==> config.mk <==
export PLATFORM = sky130hd
export DESIGN_NAME = mdio_mgmt_ctrl
export DESIGN_NICKNAME = d
export VERILOG_FILES = /design/src/rtl/mdio_pkg.sv /design/src/rtl/mdio_clk_div.sv /design/src/rtl/mdio_frame_shifter.sv /design/src/rtl/mdio_mgmt_ctrl.sv
export SDC_FILE = /design/constraint.sdc
export NUM_CORES = 1
export LEC_CHECK = 0
export BUFFER_PORTS_ARGS = -buffer_cell sky130_fd_sc_hd__buf_2
export CORE_MARGIN = 1
export CORE_UTILIZATION = 30
export DETAILED_ROUTE_END_ITERATION = 10
export SLEW_MARGIN = 5
export SYNTH_ARGS = -nofsm -noshare
export SYNTH_HDL_FRONTEND = slang
export SYNTH_SLANG_ARGS = --single-unit
==> constraint.sdc <==
create_clock -name clk_i -period 6.5 [get_ports clk_i]
set_input_delay 0 -clock clk_i [delete_from_list [all_inputs] [get_ports clk_i]]
set_output_delay 0 -clock clk_i [all_outputs]
set_load 0.1 [all_outputs]
==> src/rtl/mdio_pkg.sv <==
package mdio_pkg;
  typedef enum logic [1:0] {
    MDC_DIV8  = 2'd0,
    MDC_DIV16 = 2'd1,
    MDC_DIV32 = 2'd2,
    MDC_DIV64 = 2'd3
  } mdc_div_e;

  localparam logic [1:0] OP_READ  = 2'b10;
  localparam logic [1:0] OP_WRITE = 2'b01;
endpackage

==> src/rtl/mdio_clk_div.sv <==
module mdio_clk_div #(
  parameter int unsigned MIN_DIV_LOG2 = 3,
  parameter int unsigned NUM_SEL      = 4,
  localparam int unsigned SEL_W       = $clog2(NUM_SEL),
  localparam int unsigned CNT_W       = MIN_DIV_LOG2 + NUM_SEL - 1
) (
  input  logic             clk_i,
  input  logic             rst_ni,
  input  logic             run_i,
  input  logic [SEL_W-1:0] sel_i,
  output logic             mdc_o,
  output logic             rise_o,
  output logic             fall_o
);
  logic [CNT_W-1:0] full_tab [NUM_SEL];
  logic [CNT_W-1:0] half_tab [NUM_SEL];

  for (genvar g = 0; g < NUM_SEL; g++) begin : g_tab
    assign full_tab[g] = CNT_W'((1 << (MIN_DIV_LOG2 + g)) - 1);
    assign half_tab[g] = CNT_W'((1 << (MIN_DIV_LOG2 + g - 1)) - 1);
  end

  logic [CNT_W-1:0] cnt_q, full_m1, half_m1;
  logic             mdc_q;

  assign full_m1 = full_tab[sel_i];
  assign half_m1 = half_tab[sel_i];
  assign rise_o  = run_i && (cnt_q == half_m1);
  assign fall_o  = run_i && (cnt_q == full_m1);
  assign mdc_o   = mdc_q;

  always_ff @(posedge clk_i or negedge rst_ni) begin
    if (!rst_ni) begin
      cnt_q <= '0;
      mdc_q <= 1'b0;
    end else if (!run_i) begin
      cnt_q <= '0;
      mdc_q <= 1'b0;
    end else begin
      cnt_q <= fall_o ? '0 : cnt_q + 1'b1;
      if (rise_o) mdc_q <= 1'b1;
      if (fall_o) mdc_q <= 1'b0;
    end
  end

  // high-phase length counter for the duty check
  logic [CNT_W:0] hi_len_q;
  always_ff @(posedge clk_i or negedge rst_ni) begin
    if (!rst_ni)    hi_len_q <= '0;
    else if (mdc_q) hi_len_q <= hi_len_q + 1'b1;
    else            hi_len_q <= '0;
  end

  assert_mdc_duty_R2: assert property (@(posedge clk_i) disable iff (!rst_ni)
    $fell(mdc_q) && $past(run_i) |-> hi_len_q == {1'b0, half_m1} + 1'b1);

  assert_mdc_stop_R7: assert property (@(posedge clk_i) disable iff (!rst_ni)
    !run_i |=> !mdc_q);
endmodule

==> src/rtl/mdio_frame_shifter.sv <==
module mdio_frame_shifter import mdio_pkg::*; #(
  parameter int unsigned PRE_LEN     = 32,
  parameter int unsigned CMD_W       = 32,
  parameter int unsigned DATA_W      = 16,
  localparam int unsigned FRAME_LEN  = PRE_LEN + CMD_W,
  localparam int unsigned IDX_W      = $clog2(FRAME_LEN),
  localparam int unsigned REL_IDX    = FRAME_LEN - DATA_W - 2,
  localparam int unsigned SMP_IDX    = FRAME_LEN - DATA_W
) (
  input  logic              clk_i,
  input  logic              rst_ni,
  input  logic              start_i,
  input  logic              abort_i,
  input  logic [CMD_W-1:0]  cmd_i,
  input  logic              rise_i,
  input  logic              fall_i,
  input  logic              mdio_i,
  output logic              mdio_o,
  output logic              mdio_oe_o,
  output logic              done_o,
  output logic [DATA_W-1:0] rd_data_o
);
  logic [FRAME_LEN-1:0] frame_w;
  logic [IDX_W-1:0]     bit_q, nxt_idx;
  logic                 active_q, mdio_q, oe_q, is_rd, last;
  logic [DATA_W-1:0]    rd_q;

  assign frame_w   = {{PRE_LEN{1'b1}}, cmd_i};
  assign is_rd     = cmd_i[CMD_W-3 -: 2] == OP_READ;
  assign nxt_idx   = bit_q + IDX_W'(1);
  assign last      = bit_q == IDX_W'(FRAME_LEN - 1);
  assign done_o    = active_q && fall_i && last;
  assign mdio_o    = mdio_q;
  assign mdio_oe_o = oe_q;
  assign rd_data_o = rd_q;

  always_ff @(posedge clk_i or negedge rst_ni) begin
    if (!rst_ni) begin
      active_q <= 1'b0;
      bit_q    <= '0;
      mdio_q   <= 1'b1;
      oe_q     <= 1'b0;
      rd_q     <= '0;
    end else if (abort_i) begin
      active_q <= 1'b0;
      oe_q     <= 1'b0;
    end else if (start_i) begin
      active_q <= 1'b1;
      bit_q    <= '0;
      mdio_q   <= 1'b1;
      oe_q     <= 1'b1;
    end else if (active_q) begin
      if (rise_i && is_rd && bit_q >= IDX_W'(SMP_IDX))
        rd_q <= {rd_q[DATA_W-2:0], mdio_i};
      if (fall_i) begin
        if (last) begin
          active_q <= 1'b0;
          oe_q     <= 1'b0;
          mdio_q   <= 1'b1;
        end else begin
          bit_q  <= nxt_idx;
          mdio_q <= frame_w[IDX_W'(FRAME_LEN - 1) - nxt_idx];
          oe_q   <= !(is_rd && nxt_idx >= IDX_W'(REL_IDX));
        end
      end
    end
  end

  assert_mdio_on_fall_R3: assert property (@(posedge clk_i) disable iff (!rst_ni)
    !$stable(mdio_q) |-> $past(fall_i) || $past(start_i));

  assert_read_release_R4: assert property (@(posedge clk_i) disable iff (!rst_ni)
    active_q && is_rd && bit_q >= IDX_W'(REL_IDX) |-> !oe_q);

  assert_write_drive_R4: assert property (@(posedge clk_i) disable iff (!rst_ni)
    active_q && !is_rd |-> oe_q);
endmodule

==> src/rtl/mdio_mgmt_ctrl.sv <==
module mdio_mgmt_ctrl import mdio_pkg::*; #(
  parameter int unsigned PRE_LEN      = 32,
  parameter int unsigned ADDR_W       = 5,
  parameter int unsigned DATA_W       = 16,
  parameter int unsigned MIN_DIV_LOG2 = 3,
  parameter int unsigned NUM_DIV      = 4,
  localparam int unsigned CMD_W       = 6 + 2 * ADDR_W + DATA_W,
  localparam int unsigned SEL_W       = $clog2(NUM_DIV)
) (
  input  logic             clk_i,
  input  logic             rst_ni,
  input  logic             port_en_i,
  input  logic [SEL_W-1:0] div_sel_i,
  input  logic             cmd_we_i,
  input  logic [CMD_W-1:0] cmd_wdata_i,
  output logic [CMD_W-1:0] cmd_rdata_o,
  output logic             idle_o,
  output logic             cmd_err_o,
  output logic             mdc_o,
  output logic             mdio_o,
  output logic             mdio_oe_o,
  input  logic             mdio_i
);
  logic              busy_q, err_q, accept, abort, run, cmd_is_rd;
  logic [CMD_W-1:0]  cmd_q;
  logic [SEL_W-1:0]  div_q;
  logic              rise, fall, sh_done;
  logic [DATA_W-1:0] sh_rd;

  assign accept    = cmd_we_i && !busy_q && port_en_i;
  assign abort     = busy_q && !port_en_i;
  assign run       = busy_q && port_en_i;
  assign cmd_is_rd = cmd_q[CMD_W-3 -: 2] == OP_READ;

  always_ff @(posedge clk_i or negedge rst_ni) begin
    if (!rst_ni) begin
      busy_q <= 1'b0;
      err_q  <= 1'b0;
      cmd_q  <= '0;
      div_q  <= '0;
    end else begin
      if (cmd_we_i && busy_q) err_q <= 1'b1;
      else if (accept)        err_q <= 1'b0;
      if (accept) begin
        busy_q <= 1'b1;
        cmd_q  <= cmd_wdata_i;
        div_q  <= div_sel_i;
      end else if (abort) begin
        busy_q <= 1'b0;
      end else if (sh_done) begin
        busy_q <= 1'b0;
        if (cmd_is_rd) cmd_q[DATA_W-1:0] <= sh_rd;
      end
    end
  end

  mdio_clk_div #(
    .MIN_DIV_LOG2(MIN_DIV_LOG2),
    .NUM_SEL     (NUM_DIV)
  ) u_clk_div (
    .clk_i (clk_i),
    .rst_ni(rst_ni),
    .run_i (run),
    .sel_i (div_q),
    .mdc_o (mdc_o),
    .rise_o(rise),
    .fall_o(fall)
  );

  mdio_frame_shifter #(
    .PRE_LEN(PRE_LEN),
    .CMD_W  (CMD_W),
    .DATA_W (DATA_W)
  ) u_shifter (
    .clk_i    (clk_i),
    .rst_ni   (rst_ni),
    .start_i  (accept),
    .abort_i  (abort),
    .cmd_i    (cmd_q),
    .rise_i   (rise),
    .fall_i   (fall),
    .mdio_i   (mdio_i),
    .mdio_o   (mdio_o),
    .mdio_oe_o(mdio_oe_o),
    .done_o   (sh_done),
    .rd_data_o(sh_rd)
  );

  assign cmd_rdata_o = cmd_q;
  assign idle_o      = !busy_q;
  assign cmd_err_o   = err_q;

  assert_busy_write_err_R6: assert property (@(posedge clk_i) disable iff (!rst_ni)
    cmd_we_i && busy_q |=> cmd_err_o);

  assert_cmd_hold_R6: assert property (@(posedge clk_i) disable iff (!rst_ni)
    busy_q && !sh_done |=> $stable(cmd_q));

  assert_disabled_ignore_R7: assert property (@(posedge clk_i) disable iff (!rst_ni)
    !port_en_i && !busy_q |=> idle_o);

  assert_idle_quiet_R7: assert property (@(posedge clk_i) disable iff (!rst_ni)
    idle_o |-> !mdio_oe_o && !mdc_o);
endmodule

== After elaboration in Yosys (flattened, before gate mapping) ==
Cells that the tools add are included.
Storage, ports and cells
  bits in registers: 68
  bits in latches: 0
  RAM bits: 0
  bits in read-only memories: 0
  input port bits: 39
  output and inout port bits: 37
  logic and storage cells: 97
  memories: 0
Operators by class
  add/sub/neg operators: 3
  multipliers: 0
  divide/modulo/power cells: 0
  magnitude comparators: 4
  equality and inequality tests: 7
  shift operators: 0
  muxes and demuxes: 40
  bitwise operators: 3
  reductions and logical operators: 28
Operators with widths (number)
  2-to-1 mux 16 bit: 4
  2-to-1 mux 6 bit: 10
  binary-select mux 6 bit (select 2 bit): 2
  2-to-1 mux 1 bit: 23
  adder 6 x 1 -> 6 bit, second input constant: 2
  equality test 6 bit: 2
  >= comparator 6 bit, second input constant: 2
  logical AND 1 bit: 12
  nonzero test 2 bit: 5
  nonzero test 3 bit: 3
  AND reduction 4 bit: 2
  < comparator 6 x 7 -> 1 bit, second input constant: 1
  binary-select mux 1 bit (select 6 bit): 1
  equality test 6 bit, second input constant: 1
  AND reduction 3 bit: 2
  subtractor 6 bit, first input constant: 1
  != test 2 bit, second input constant: 2
  >= comparator 3 bit, second input constant: 1
  logical NOT 1 bit: 3
  != test 3 x 2 -> 1 bit, second input constant: 1
  NOT 2 -> 3 bit: 1
  equality test 2 bit, second input constant: 1
  NOT 1 bit: 2
  AND reduction 2 bit: 1

== Depth between registers and ports, before layout ==
  word-level depth: 11
  gate-level depth with buffers: 8

== Hierarchy ==
From an unflattened synthesis, not the netlist that was laid out.
Second synthesis, totals
  cells, all modules: 360
  area total of the unflattened synthesis: 3699.8 um^2
Modules (own cells, without submodules)
  mdio_mgmt_ctrl: times used 1, cells each 175, area an instance 1649.1 um^2
  mdio_frame_shifter: times used 1, cells each 130, area an instance 1524.0 um^2
  mdio_clk_div: times used 1, cells each 55, area an instance 526.8 um^2

== Worst setup path before layout ==
Ideal clock, no wire load.
  path type: reg-to-reg
  start: register busy_q
  end: register u_shifter.rd_q[10], in the netlist u_shifter.rd_data_o[10]
  setup time: 0.125 ns
  data arrival time: 2.504 ns
  required time: 6.375 ns
  path slack: 3.872 ns
  cell stages (with the launch flop): 8
  buffers on the path: 1
  period minus slack after synthesis: 2.628 ns
  path through: dfrtp_1 inv_1 nand3_1 nand2_1 nor2_1 nand3_1 clkbuf_1 mux2_2
On the way
  cells in the longest elaborated chain, start to end: 5
  elaborated cells on any way between the ends: 11
  classes of those cells: 2 x bitwise; 9 x reduce/logical
Ends and longest elaborated chain
  start: declaration: line mdio_mgmt_ctrl.sv:24  | logic busy_q, err_q, accept, abort, run, cmd_is_rd;
  start signal: assignment: line mdio_mgmt_ctrl.sv:37  | busy_q <= 1'b0;
  start signal: assignment: line mdio_mgmt_ctrl.sv:45  | busy_q <= 1'b1;
  start signal: assignment: line mdio_mgmt_ctrl.sv:49  | busy_q <= 1'b0;
  logical NOT 1 bit
  named net idle_o: line mdio_mgmt_ctrl.sv:17  | output logic idle_o,
  logical AND 1 bit (2 in series): line mdio_mgmt_ctrl.sv:30  | assign accept = cmd_we_i && !busy_q && port_en_i;
  NOT 1 bit (no source line)
  AND reduction 4 bit (no source line)
  end signal: assignment: line mdio_frame_shifter.sv:54  | rd_q <= {rd_q[DATA_W-2:0], mdio_i};
  end: declaration: line mdio_frame_shifter.sv:26  | logic [DATA_W-1:0] rd_q;
The timed path passes the listed nets, and every way through them passes these cells.
A chain may end at the register's enable or synchronous reset.

== Final worst setup path ==
  start: register u_clk_div.cnt_q[3]
  end: register u_shifter.rd_q[2], in the netlist u_shifter.rd_data_o[2]
On the way
  cells in the longest elaborated chain, start to end: 5
Ends and longest elaborated chain
  start: declaration: line mdio_clk_div.sv:23  | logic [CNT_W-1:0] cnt_q, full_m1, half_m1;
  start signal: assignment: line mdio_clk_div.sv:40  | cnt_q <= fall_o ? '0 : cnt_q + 1'b1;
  equality test 6 bit: line mdio_clk_div.sv:28  | assign rise_o = run_i && (cnt_q == half_m1);
  logical AND 1 bit: line mdio_clk_div.sv:28
  logical AND 1 bit (2 in series): line mdio_frame_shifter.sv:53  | if (rise_i && is_rd && bit_q >= IDX_W'(SMP_IDX))
  AND reduction 4 bit (no source line)
No other way between the ends.

==> run_results.csv <==
group,metric,value,unit
cells_and_area,multi_input_area,1524,µm²
clock_tree,path_clk_slew,80,ps
floorplan,core,10510,µm²
cells_and_area,antennaDiodeCount,0,
clock_tree,cts_max_level,3,
synthesis,synth_top_area_share,50.76,%
place,gp_congestion,0.7783,
synthesis,synth_cells,309,
power,leakage,2.024,nW
place,io_buffers,75,
critical_path,path_cells,"or4_4, nor2_1, a21oi_1, nor4b_1, nand3_1, mux2_2",
clock_tree,root_buffer,"clkbuf_8",
synthesis,ys_types,43,
timing,slew_violations,0,
timing,setup-tns-final,0,ps
clock_tree,cts_tree,"done",
cells_and_area,drive_gt1_share,29.04,%
outcome,outcome,"finished, final reports clean",
critical_path,cpPeakStageDelay,670,ps
power,power_density,305.7,nW/µm²
grt,first_global_vias,2737,
synthesis,syn_area,3303,µm²
floorplan,rows,37,
detailed_routing,postRouteWirelength,7928,µm
cells_and_area,final_cells,563,
cells_and_area,fillers,1030,
clock_tree,clock-sinks,68,
job,drv_cap,0,
clock_tree,cts_hold_buf,38,
worst_hold_path,min_path_type,"primary input to asynchronous set/reset pin",
timing,min_period_over_period,44.44,%
clock_tree,clk_latency,350,ps
critical_path,critPathTopFamily,"simple AND/OR/NAND/NOR gates",
timing,max_slew_margin,24.90,%
timing,fmax,346.2,MHz
grt,antenna_found_initial,0,
place,dp.final_hpwl,5160,µm
place,dp_slack,3615,ps
detailed_routing,viasPerCell,4.734,
synthesis,syn_area_per_cell,10.69,µm²
synthesis,synth_seq_cells,68,
synthesis,synth-main-ff-cell,"dfrtp_1",
floorplan,die_area,11430,µm²
detailed_routing,drc,0,
synthesis,synth.net_count,350,
detailed_routing,dr.pass1.iters,4,
synthesis,synth_edf_count,0,
power,vdd_ir_drop_max,0.1746,mV
grt,gr-total-overflow,0,
critical_path,crit_buf_inv,0,
clock_tree,cts_setup_buffers,0,
timing,setup_violations,0,
detailed_routing,wl_per_cell,14.08,µm
power,power,0.001335,W
timing,rsz0062_at_grt,"false",
synthesis,ys_seq_area_share,51.55,%
floorplan,fp.dieH,106.9,µm
critical_path,start_kind,"flip-flop",
grt,track_usage,15.20,%
timing,hold_slack,374.6,ps
floorplan,initial_core_util,31.43,%
grt,grt_pass1_wl,13310,µm
timing,worst_pin_slew,1124,ps
timing,period_minus_slack,2889,ps
cells_and_area,regArea,1703,µm²
clock_tree,clockBufferDepth,2,
critical_path,worstPathMaxFanout,16,
timing,finalHoldViolations,0,
detailed_routing,antenna_left,0,
synthesis,yosysMostFrequentCell,"nand2_1",
floorplan,num_io_pins,76,
cells_and_area,area_growth,32.20,%
cells_and_area,layout.nets,463,
critical_path,worst-setup-path-type,"flip-flop to flip-flop",
place,dp.cells,509,
synthesis,synth_warnings,0,
timing,fin_ws,3611,ps
clock_tree,cts_resized,0,
critical_path,required,6730,ps
synthesis,ys_top_cells_by_count,"84 x nand2_1, 67 x dfrtp_1, 20 x mux2i_1",
detailed_routing,num_vias,2665,
critical_path,cp_slowest_cell,"nand3_1",
floorplan,chipWidth,106.9,µm
synthesis,synth_area_leaders,"dfrtp_1 51%, nand2_1 9.5%, mux2_2 6.1%, mux2i_1 6.1%, mux4_2 5.5%",
clock_tree,cts_buffers,9,
grt,grt_start_max_net_pins,69,
critical_path,end_kind,"flip-flop",
timing,skew,11.64,ps
detailed_routing,drtIter0Drc,170,
critical_path,critPathArrivalTime,3120,ps
synthesis,async_flop_share,100.0,%
synthesis,synth_top_cell_by_area,"dfrtp_1",
[power by group]
group | switching [W] | internal, W
clock | 0.000158 | 0.000175
sequential | 0.0000415 | 0.000469
combinational | 0.000392 | 0.0000995
total | 0.000591 | 0.000743
[per-stage QoR]
stage,cell area [µm²],util (%)
2_1_floorplan,3303,-
3_3_place_gp,3802,36.18
3_5_place_dp,3802,36.18
4_1_cts,4367,41.55
5_1_grt,4367,41.55
6_report,4367,41.55
[area by class of cell]
class | count | share of cell area, %
tap | 136 | 3.897
timing repair buffer | 115 | 17.65
clock inverter | 5 | 1.203
inverter | 4 | 0.3438
sequential | 68 | 39.00
clock buffer | 11 | 3.009
multi-input combinational | 224 | 34.90
[placed cells by master (no fill, tap or decap), types with 3 or more instances in the layout]
cell type,instances
clkinv_2,3
xnor2_1,6
mux2i_1,20
nor2_1,15
nand2_1,84
buf_2,75
clkbuf_8,9
xor2_1,6
o21ai_1,9
o21ai_0,10
nor2b_1,3
nand3_1,9
a21oi_1,7
inv_1,4
mux4_2,8
dlygate4sd3_1,38
dfrtp_1,67
mux2_2,18
[path summary, 6_finish.rpt]
path,from,endpoint,slack (ps),depth (start not counted)
setup / recovery,u_clk_div.cnt_q[3],u_shifter.rd_data_o[2],3610,6
hold / removal,rst_ni,cmd_rdata_o[12],370,3
setup reg to reg,u_clk_div.cnt_q[3],u_shifter.rd_data_o[2],3610,6
hold reg to reg,u_clk_div.cnt_q[0],u_clk_div.cnt_q[0],460,1
max in group asynchronous,rst_ni,cmd_rdata_o[17],5540,3
min in group clk_i,cmd_wdata_i[19],cmd_rdata_o[19],380,4
[sequential cells by signal, summed over array words and instances (netlist names)]
signal and cells:
cmd_rdata_o 32, u_shifter.mdio_oe_o 1, u_shifter.bit_q 6, u_shifter.active_q 1, busy_q 1, u_shifter.rd_data_o 16
u_clk_div.mdc_o 1, div_q 2, u_shifter.mdio_o 1, u_clk_div.cnt_q 6, cmd_err_o 1
[tightest hold or removal path, cell delays in order]
cell	delay (ps)
dlygate4sd3_1	520
buf_2	100
buf_4	650
[kinds of logic after synthesis]
| group | after synthesis | synth area share [%] |
|---|---|---|
| flops | 68 | 51.55 |
| buf+inv | 17 | 2.538 |
| xor+xnor | 12 | 3.182 |
| simple gates | 123 | 15.68 |
| compound gates | 41 | 8.637 |
| mux | 46 | 17.65 |
| fa+ha+maj | 2 | 0.7575 |
[metal layers]
metal / track usage, % / part of all wire, % / wire length (µm)
met1: 18.79 / 45 / 3596
met2: 25.25 / 49 / 3864
met3: 2.979 / 3.3 / 260
met4: 7.632 / 2.6 / 207
met5: 0 / 0 / 0
(Power assumes the default switching activity.)
